--- src/rtl/ofc_pkg.sv ---
package ofc_pkg;

    localparam int NUM_CLASSES = 6;
    localparam int CLS_W       = 3;

    typedef enum logic [1:0] {
        ST_IDLE     = 2'd0,
        ST_OBSERVE  = 2'd1,
        ST_CLASSIFY = 2'd2
    } ofc_state_e;

    // Outcome index from latched window flags.
    function automatic logic [CLS_W-1:0] ofc_class_of(
        input logic corr_mode,
        input logic det_seen,
        input logic corr_seen,
        input logic prop_seen
    );
        logic [CLS_W-1:0] idx;
        if (corr_mode && corr_seen)
            idx = prop_seen ? 3'd0 : 3'd1;
        else if (corr_mode && det_seen)
            idx = prop_seen ? 3'd4 : 3'd5;
        else if (!corr_mode && det_seen)
            idx = prop_seen ? 3'd0 : 3'd1;
        else
            idx = prop_seen ? 3'd2 : 3'd3;
        return idx;
    endfunction

endpackage

--- src/rtl/ofc_sat_counter.sv ---
module ofc_sat_counter #(
    parameter int CNT_W = 16
) (
    input  logic             clk,
    input  logic             rst_n,
    input  logic             clr,
    input  logic             inc,
    output logic [CNT_W-1:0] cnt
);
    localparam logic [CNT_W-1:0] CNT_MAX = {CNT_W{1'b1}};

    always_ff @(posedge clk or negedge rst_n) begin
        if (!rst_n)
            cnt <= '0;
        else if (clr)
            cnt <= '0;
        else if (inc && cnt != CNT_MAX)
            cnt <= cnt + 1'b1;
    end
endmodule

--- src/rtl/ofc_window_fsm.sv ---
module ofc_window_fsm
    import ofc_pkg::*;
#(
    parameter int DATA_W  = 8,
    parameter int WIN_LEN = 4
) (
    input  logic              clk,
    input  logic              rst_n,
    input  logic              inj_valid,
    input  logic              corr_mode,
    input  logic [DATA_W-1:0] golden_out,
    input  logic [DATA_W-1:0] faulty_out,
    input  logic              det_flag,
    input  logic              corr_flag,
    output logic              busy,
    output logic              cls_valid,
    output logic [CLS_W-1:0]  cls_idx
);
    localparam int WCW = (WIN_LEN > 1) ? $clog2(WIN_LEN) : 1;
    localparam logic [WCW-1:0] WIN_LAST = WCW'(WIN_LEN - 1);

    ofc_state_e state_q, state_d;
    logic [WCW-1:0] win_q;
    logic prop_q, det_q, corr_q, mode_q;
    logic mismatch;

    assign mismatch = |(golden_out ^ faulty_out);

    // State register
    always_ff @(posedge clk or negedge rst_n) begin
        if (!rst_n)
            state_q <= ST_IDLE;
        else
            state_q <= state_d;
    end

    // Window counter and sticky flags
    always_ff @(posedge clk or negedge rst_n) begin
        if (!rst_n) begin
            win_q  <= '0;
            prop_q <= 1'b0;
            det_q  <= 1'b0;
            corr_q <= 1'b0;
            mode_q <= 1'b0;
        end else begin
            unique case (state_q)
                ST_IDLE: begin
                    if (inj_valid) begin
                        win_q  <= '0;
                        prop_q <= 1'b0;
                        det_q  <= 1'b0;
                        corr_q <= 1'b0;
                        mode_q <= corr_mode;
                    end
                end
                ST_OBSERVE: begin
                    win_q  <= win_q + 1'b1;
                    prop_q <= prop_q | mismatch;
                    det_q  <= det_q | det_flag;
                    corr_q <= corr_q | corr_flag;
                end
                default: ;
            endcase
        end
    end

    // Next state and outputs
    always_comb begin
        state_d   = state_q;
        busy      = 1'b1;
        cls_valid = 1'b0;
        unique case (state_q)
            ST_IDLE: begin
                busy = 1'b0;
                if (inj_valid) state_d = ST_OBSERVE;
            end
            ST_OBSERVE: begin
                if (win_q == WIN_LAST) state_d = ST_CLASSIFY;
            end
            ST_CLASSIFY: begin
                cls_valid = 1'b1;
                state_d   = ST_IDLE;
            end
            default: state_d = ST_IDLE;
        endcase
        cls_idx = ofc_class_of(mode_q, det_q, corr_q, prop_q);
    end
endmodule

--- src/rtl/ofc_classifier.sv ---
module ofc_classifier
    import ofc_pkg::*;
#(
    parameter int DATA_W  = 8,
    parameter int WIN_LEN = 4,
    parameter int CNT_W   = 16
) (
    input  logic                         clk,
    input  logic                         rst_n,
    input  logic                         clr,
    input  logic                         inj_valid,
    input  logic                         corr_mode,
    input  logic [DATA_W-1:0]            golden_out,
    input  logic [DATA_W-1:0]            faulty_out,
    input  logic                         det_flag,
    input  logic                         corr_flag,
    output logic                         busy,
    output logic [NUM_CLASSES*CNT_W-1:0] class_cnt,
    output logic [CNT_W-1:0]             total_cnt,
    output logic [CNT_W+1:0]             cov_num,
    output logic [CNT_W-1:0]             cov_den
);
    localparam int SUM_W = CNT_W + 2;

    logic             cls_valid;
    logic [CLS_W-1:0] cls_idx;
    logic [CNT_W-1:0] cnt_arr [NUM_CLASSES];

    ofc_window_fsm #(.DATA_W(DATA_W), .WIN_LEN(WIN_LEN)) u_fsm (
        .clk        (clk),
        .rst_n      (rst_n),
        .inj_valid  (inj_valid),
        .corr_mode  (corr_mode),
        .golden_out (golden_out),
        .faulty_out (faulty_out),
        .det_flag   (det_flag),
        .corr_flag  (corr_flag),
        .busy       (busy),
        .cls_valid  (cls_valid),
        .cls_idx    (cls_idx)
    );

    for (genvar gi = 0; gi < NUM_CLASSES; gi++) begin : g_class
        logic hit;
        assign hit = cls_valid && (cls_idx == CLS_W'(gi));
        ofc_sat_counter #(.CNT_W(CNT_W)) u_cnt (
            .clk   (clk),
            .rst_n (rst_n),
            .clr   (clr),
            .inc   (hit),
            .cnt   (cnt_arr[gi])
        );
        assign class_cnt[gi*CNT_W +: CNT_W] = cnt_arr[gi];
    end

    ofc_sat_counter #(.CNT_W(CNT_W)) u_total (
        .clk   (clk),
        .rst_n (rst_n),
        .clr   (clr),
        .inc   (cls_valid),
        .cnt   (total_cnt)
    );

    always_comb begin
        if (corr_mode)
            cov_num = SUM_W'(cnt_arr[1]) + SUM_W'(cnt_arr[4]) + SUM_W'(cnt_arr[5]);
        else
            cov_num = SUM_W'(cnt_arr[0]) + SUM_W'(cnt_arr[1]);
        cov_den = total_cnt - cnt_arr[3];
    end
endmodule

--- config.mk ---
export PLATFORM = sky130hd
export DESIGN_NAME = ofc_classifier
export DESIGN_NICKNAME = d
export VERILOG_FILES = /design/src/rtl/ofc_pkg.sv /design/src/rtl/ofc_sat_counter.sv /design/src/rtl/ofc_window_fsm.sv /design/src/rtl/ofc_classifier.sv
export SDC_FILE = /design/constraint.sdc
export NUM_CORES = 1
export LEC_CHECK = 0
export ABC_AREA = 1
export BUFFER_PORTS_ARGS = -buffer_cell sky130_fd_sc_hd__buf_2
export CELL_PAD_IN_SITES_DETAIL_PLACEMENT = 1
export CELL_PAD_IN_SITES_GLOBAL_PLACEMENT = 2
export CORE_MARGIN = 2
export CORE_UTILIZATION = 32
export CTS_BUF_LIST = sky130_fd_sc_hd__clkbuf_4 sky130_fd_sc_hd__clkbuf_8
export DETAILED_ROUTE_END_ITERATION = 8
export PLACE_DENSITY = 0.91
export SLEW_MARGIN = 20
export SYNTH_ARGS = -nofsm -noshare
export SYNTH_HDL_FRONTEND = slang
export SYNTH_SLANG_ARGS = --single-unit
--- constraint.sdc ---
create_clock -name clk -period 3 [get_ports clk]
set_clock_uncertainty 0.15 [all_clocks]
set_input_delay 0.15 -clock clk [delete_from_list [all_inputs] [get_ports clk]]
set_output_delay 0.15 -clock clk [all_outputs]
set_load 0.05 [all_outputs]
==> metrics.yaml, run 1 <==
yosys:
  synth-simple-area-share_pct: 41.7
  ys_top_cells_by_area: "dfrtp_1 (28%), nand2_1 (20%), nand3_1 (7.3%)"
  syn-num-nets: 1730
  ys_async_sr_fraction_pct: 100
  yosys_warnings: 0
  synth-edff-count: 0
  postSynthCellCount: 1634
  synth-compound-area-share_pct: 6.01
  synth-seq-cells: 120
  synth_top_family_by_area: "simple AND/OR/NAND/NOR gates"
  syn-mean-instance-area_sq_um: 6.54
  synth.largest_area_cell: "dfrtp_1"
  synth_top_area_share_pct: 28.1
  syn_area_sq_um: 10700
  synthXorXnorAreaFrac_pct: 5.49
  synth_flop_cell: "dfrtp_1"
  ys_seq_area_share_pct: 28.1
  synth.distinct_cells: 36
  synthMuxAreaShare_pct: 0
  synthAdderAreaFrac_pct: 9.88
grt:
  antenna_found_initial: 1
  first_global_vias: 12241
  grt_max_degree: 49
  grt.total_usage_pct: 23.4
  grt_first_pass_wirelength_um: 65400
  grt_overflow: 0
critical_path:
  start_kind: "flop"
  crit_required_ns: 2.70
  worstSetupEndpointType: "output port"
  worstSetupPathType: "reg -> out"
  arrival_ns: 2.86
  cp_max_fo: 3
clocking:
  cts_buffer_depth: 2
  cts_root_buf: "clkbuf_8"
  cts_tree: "done"
  clock_sinks: 120
  cts_buffers: 17
  htree_levels: 4
  clk_latency_ns: 0.48
  path_clk_slew_ns: 0.10
placement:
  place.gp.congestion: 0.919
  post-place-ws_ns: 0.0365
  dp.cells: 2270
  place_area_sq_um: 12400
  hpwl_um: 31600
  port_buffers: 169
timing:
  period_share_pct: 105
  setup_tns_ns: -1.14
  holdWs_ns: 0.0108
  drv_slew: 0
  max_freq_ghz: 0.317
  setup_viol: 11
  relSlewSlack_pct: 44.3
  worst_slew_pin_slew_ns: 0.835
  finalHoldViolCount: 0
  fin_crit_ns: 3.16
  setup_ws_ns: -0.155
  rsz0062_at_grt: "true"
floorplan:
  std_cell_rows: 66
  initial_core_util_pct: 32.7
  num_io_pins: 170
  core_area_sq_um: 32700
  dieArea_sq_um: 34900
  die_width_um: 187
  die_y_um: 187
routing:
  drtIter0Drc: 546
  drc: 0
  viasPerCell: 5.12
  vias: 11900
  antenna_left: 0
  route.detailed.wl_per_inst_um: 17.6
  routed_wl_um: 40800
  drt_first_pass_iters: 5
power_and_ir_drop:
  leakage_nw: 7.25
  p_total_mw: 4.05
  power_density_nw_per_um2: 299
  ir_drop_mv: 0.277
outcome:
  status: "finished with violations"
  failed_checks: "setup timing"
finish:
  nNetsFinal: 1964
  area_growth_pct: 26.7
  fin_util_pct: 41.4
  num_antenna_cells: 0
  fin_area_sq_um: 13500
  fin_cells: 2323
  layout-drive-gt1-share_pct: 21.6
worst_hold_path:
  hp-class: "in -> async"
flow_run:
  maxCapViolCount: 0
## synth_stat cells (all sizes together) (22+ instances only)
library cell	n
xor2	56
inv	200
ha	54
nand3	156
nand4	65
o21ai	60
nand2	572
buf	22
dfrtp	120
nor3	43
a21oi	40
nor2	154
## state kept, by name, indices dropped and copies added, names as in the netlist
register,flops
g_class.u_cnt.cnt,96
u_total.cnt,16
u_fsm.state_q,2
u_fsm.win_q,2
u_fsm.corr_q,1
u_fsm.det_q,1
u_fsm.mode_q,1
u_fsm.prop_q,1
## cell usage in the layout (no fill, tap or decap), types with 15 or more instances in the layout
cell | synthesis | routed
buf_2 | 9 | 148
xor2_1 | 56 | 56
nand3b_1 | 21 | 21
nand3_1 | 156 | 144
nor3_1 | 40 | 40
nor2_1 | 144 | 138
dfrtp_1 | 120 | 99
dfrtp_2 | 0 | 21
nand4_1 | 65 | 65
ha_1 | 54 | 40
a21oi_1 | 40 | 31
fa_1 | 19 | 15
o21ai_0 | 58 | 57
nand2_1 | 570 | 538
nand2_2 | 2 | 31
clkbuf_8 | 0 | 18
inv_1 | 199 | 192
buf_4 | 3 | 74
## logic make-up after synthesis
group,Yosys count
xor+xnor,67
simple gates,1022
flops,120
fa+ha+maj,73
buf+inv,233
compound gates,119
## area by class of cell
class	count	area, sq um
clock buffers	19	255
clock inverters	13	171
fillers	4332	19200
inverters	200	751
multi-input cells	1281	7180
flip-flops and latches	120	3030
well taps	442	553
repair buffers	248	1600
## layer usage
layer	vias to the layer above	routed length (um)	global-route usage (%)
li1	5730	-	-
met1	5832	18200	30.5
met2	281	19700	39.8
met3	55	2000	3.99
met4	2	905	6.56
met5	-	8	0
## worst max-delay path, stage by stage (launching register included)
cell and delay [ns]:
dfrtp_2 0.42, fa_1 0.56, ha_2 0.19, inv_2 0.04
fa_2 0.36, inv_2 0.11, nand3_4 0.08, nand3_4 0.10
nand3_4 0.09, nand4_1 0.10, nand3_1 0.10, nand2_1 0.10
buf_6 0.16
## power breakdown
group | switching, mW | leakage (nW) | total (mW) | internal, mW
Combinational | 0.491 | 5.42 | 0.685 | 0.194
Sequential | 0.0448 | 1.62 | 1.72 | 1.68
Clock | 0.777 | 0.199 | 1.64 | 0.860
## path summary, 6_finish.rpt
| path | from | endpoint | slack (ns) | cells after the start |
|---|---|---|---|---|
| setup / recovery | g_class[1].u_cnt.cnt[1] | cov_num[13] | -0.16 | 12 |
| hold / removal | rst_n | g_class[4].u_cnt.cnt[13] | 0.01 | 2 |
| setup reg to reg | u_total.cnt[0] | u_total.cnt[15] | 0.42 | 10 |
| hold reg to reg | u_fsm.win_q[0] | u_fsm.win_q[0] | 0.38 | 1 |
| max in group asynchronous | rst_n | g_class[1].u_cnt.cnt[12] | 1.95 | 3 |
| min in group clk | golden_out[4] | u_fsm.prop_q | 0.03 | 7 |
## repair_timing
item                                    4_1_cts  5_1_grt
gates resized for setup                      93       62
endpoints found under the setup margin       19       33
setup buffers                                 7        7
endpoints found under the hold margin       127        0
hold buffers                                  8        0
pin swaps                                    31       36
No activity file was read; power rests on OpenSTA's default activity.
==> run 2: changes to the inputs <==
--- a/config.mk
+++ b/config.mk
@@ -10,11 +10,12 @@
 export CELL_PAD_IN_SITES_DETAIL_PLACEMENT = 1
 export CELL_PAD_IN_SITES_GLOBAL_PLACEMENT = 2
 export CORE_MARGIN = 2
-export CORE_UTILIZATION = 32
+export CORE_UTILIZATION = 33
 export CTS_BUF_LIST = sky130_fd_sc_hd__clkbuf_4 sky130_fd_sc_hd__clkbuf_8
 export DETAILED_ROUTE_END_ITERATION = 8
-export PLACE_DENSITY = 0.91
+export PLACE_DENSITY = 0.92
 export SLEW_MARGIN = 20
 export SYNTH_ARGS = -nofsm -noshare
 export SYNTH_HDL_FRONTEND = slang
+export SYNTH_HIERARCHICAL = 1
 export SYNTH_SLANG_ARGS = --single-unit
==> metrics.yaml, run 2 <==
finish:
  fin_cells: 2392  # +3.0%
  nNetsFinal: 2027  # +3.2%
  num_antenna_cells: 0  # unchanged
  final_common_cell: "nand2_1"
  reg_top3: "g_class.u_cnt/cnt: 96 flops, u_total/cnt: 16 flops"
  final_cell_mix: "nand2_1 (602), inv_1 (210), buf_2 (149), nor2_1 (133), nand3_1 (121)"
  largest_register_ffs: 96  # unchanged
  top_register: "g_class.u_cnt/cnt"
  fillers: 4398  # +1.5%
  area_growth_pct: 24.6
  fin_util_pct: 41.6  # +0.19 points
  layout-drive-gt1-share_pct: 23.6  # +2.0 points
yosys:
  yosys_warnings: 6  # +6
  ys_top_cells_by_area: "dfrtp_1 (27%), nand2_1 (21%), inv_1 (7.2%)"
  synth-seq-cells: 120  # unchanged
  synth_flop_cell: "dfrtp_1"
  ys_async_sr_fraction_pct: 100  # unchanged
  synth.distinct_cells: 40  # +11%
  syn_area_sq_um: 11100  # +4.2%
  ys_top_cells_by_count: "nand2_1 (629), inv_1 (213), nor2_1 (140)"
  synth.largest_area_cell: "dfrtp_1"
  syn-num-nets: 1784  # +3.1%
  postSynthCellCount: 1688  # +3.3%
  ys_seq_area_share_pct: 27.0  # -1.1 points
  synth_most_common_cell: "nand2_1"
  synth_top_area_share_pct: 27.0  # -1.1 points
  synth-edff-count: 0  # unchanged
  syn-mean-instance-area_sq_um: 6.59  # +0.86%
power_and_ir_drop:
  power_density_nw_per_um2: 273  # -8.6%
  ir_drop_mv: 0.250  # -9.7%
  leakage_nw: 7.54  # +4.0%
timing:
  setup_viol: 13  # +2
  setup_ws_ns: -0.127  # +0.0283 ns
  max_freq_ghz: 0.320  # +0.90%
  holdWs_ns: 0.0614  # +0.0505 ns
  finalHoldViolCount: 0  # unchanged
  worst_slew_pin_slew_ns: 0.961  # +0.126 ns
  rsz0062_at_grt: "true"
  fin_crit_ns: 3.13  # -0.0283 ns
  relSlewSlack_pct: 35.7  # -8.6 points
  period_share_pct: 104  # -0.94 points
  drv_slew: 0  # unchanged
grt:
  gr-max-usage-layer: "met2"
  grt_max_degree: 58  # +18%
  antenna_found_initial: 0  # -1
  grt_first_pass_wirelength_um: 65300  # about the same
  grt_overflow: 0  # unchanged
  use_met1_pct: 29.9  # -0.62 points
  met3_usage_pct: 3.71  # -0.28 points
  use_met2_pct: 40.3  # +0.45 points
  first_global_vias: 12195  # -0.38%
  grt.total_usage_pct: 23.2  # -0.26 points
critical_path:
  r2r-end: "g_class[3].u_cnt/cnt[9]"
  worstSetupStartpoint: "g_class[1].u_cnt/cnt[1]"
  arrival_ns: 2.83  # -0.03 ns
  rrSetupSlack_ns: 0.51  # +0.09 ns
  timing.rr.start: "u_fsm/state_q[1]"
  worstSetupEndpointType: "output port"
  start_kind: "flop"
  rr_worst_depth: 9  # -1
  crit_required_ns: 2.70  # about the same
  worstSetupPathType: "reg -> out"
  cp_max_fo: 3  # unchanged
placement:
  hpwl_um: 31000  # -1.8%
  dp.cells: 2333  # +2.8%
  port_buffers: 169  # unchanged
  place.gp.congestion: 0.886  # -3.5%
clocking:
  clk_latency_ns: 0.49  # about the same
  cts_buffers: 17  # unchanged
  cts_buffer_depth: 2  # unchanged
  cts_tree: "done"
  path_clk_slew_ns: 0.08  # -0.02 ns
  cts_root_buf: "clkbuf_8"
  htree_levels: 4  # unchanged
  clock_sinks: 120  # unchanged
floorplan:
  die_y_um: 188  # +0.51%
  initial_core_util_pct: 33.4  # +0.69 points
  die_width_um: 188  # +0.51%
  dieArea_sq_um: 35200  # +1.0%
  std_cell_rows: 67  # +1.5%
  core_area_sq_um: 33400  # +2.0%
  num_io_pins: 170  # unchanged
flow_run:
  maxCapViolCount: 0  # unchanged
routing:
  antenna_left: 0  # unchanged
  drt_first_pass_iters: 4  # -1
  viasPerCell: 4.99  # -2.6%
  vias: 11939  # +0.33%
  route.detailed.wl_per_inst_um: 17.0  # -3.3%
  drc: 0  # unchanged
  drtIter0Drc: 610  # +12%
  routed_wl_um: 40600  # -0.45%
outcome:
  status: "finished with violations"
  failed_checks: "setup timing"
worst_hold_path:
  hp-class: "in -> async"
run 2: kinds of logic after synthesis:
| group | after synthesis | synth area share [%] |
|---|---|---|
| multiplexers | 1 | 0.135 |
| flip-flops | 120 | 27.0 |
| adder cells (fa/ha/maj) | 73 | 9.49 |
| AND/OR/NAND/NOR | 1065 | 42.7 |
| AO/OA/AOI/OAI | 121 | 6.71 |
| buffers and inverters | 256 | 9.94 |
| XOR/XNOR | 52 | 4.09 |
run 2: worst max path at each step:
stage	depth (start not counted)	slack, ns	end
after floorplan	11	-0.008	cov_num[17]
after global placement	12	0.11	cov_num[17]
after detailed placement	12	0.08	cov_num[17]
after CTS	13	-0.15	cov_num[13]
after global routing	12	-0.28	cov_num[17]
final	12	-0.13	cov_num[17]
run 2: timing repair:
action                     in CTS  in global routing
hold endpoints to repair       47                  0
gates resized for setup        90                 43
setup endpoints to repair      18                 22
buffers inserted                7                 10
hold buffers                   10                  0
pin swaps                      19                 21
run 2: final cells by class:
cell class	instances	area [sq um]	area share, %
Sequential cell	120	3020	21.8
Tap cell	448	561	4.04
Multi-Input combinational cell	1312	7420	53.5
Clock buffer	19	255	1.84
Clock inverter	13	121	0.875
Timing Repair Buffer	248	1600	11.5
Inverter	232	891	6.42
run 2: power by group:
part / total [mW] / switching [mW] / internal [mW]
clock network: 1.48 / 0.786 / 0.692
registers: 1.72 / 0.0473 / 1.67
logic: 0.597 / 0.418 / 0.180
run 2: routing by layer:
metal / vias up / part of all wire (%) / wire [um]
li1: 5836 / - / -
met1: 5815 / 45 / 18200
met2: 242 / 49 / 20100
met3: 46 / 3.9 / 1570
met4: 0 / 1.8 / 750
met5: - / 0 / 0
run 2: stage by stage:
stage          cell area [sq um]  total power [mW]  setup WS (ns)  setup TNS (ns)
6_report                   13900              3.79         -0.127          -0.803
5_1_grt                    13900              3.99         -0.275           -2.86
4_1_cts                    13700              3.85         -0.147          -0.851
3_5_place_dp               12800              2.32         0.0793               0
3_3_place_gp               12800              2.29          0.112               0
2_1_floorplan              11200              2.14       -0.00849        -0.00849
run 2: critical path: stages, from the launching register on:
cell	delay, ns
dfrtp_1	0.40
fa_1	0.55
ha_2	0.19
inv_2	0.04
fa_2	0.37
inv_2	0.08
nand3_2	0.08
nand3_4	0.11
nand3_4	0.08
nand3_2	0.09
nand2_2	0.06
a21oi_4	0.13
buf_6	0.17
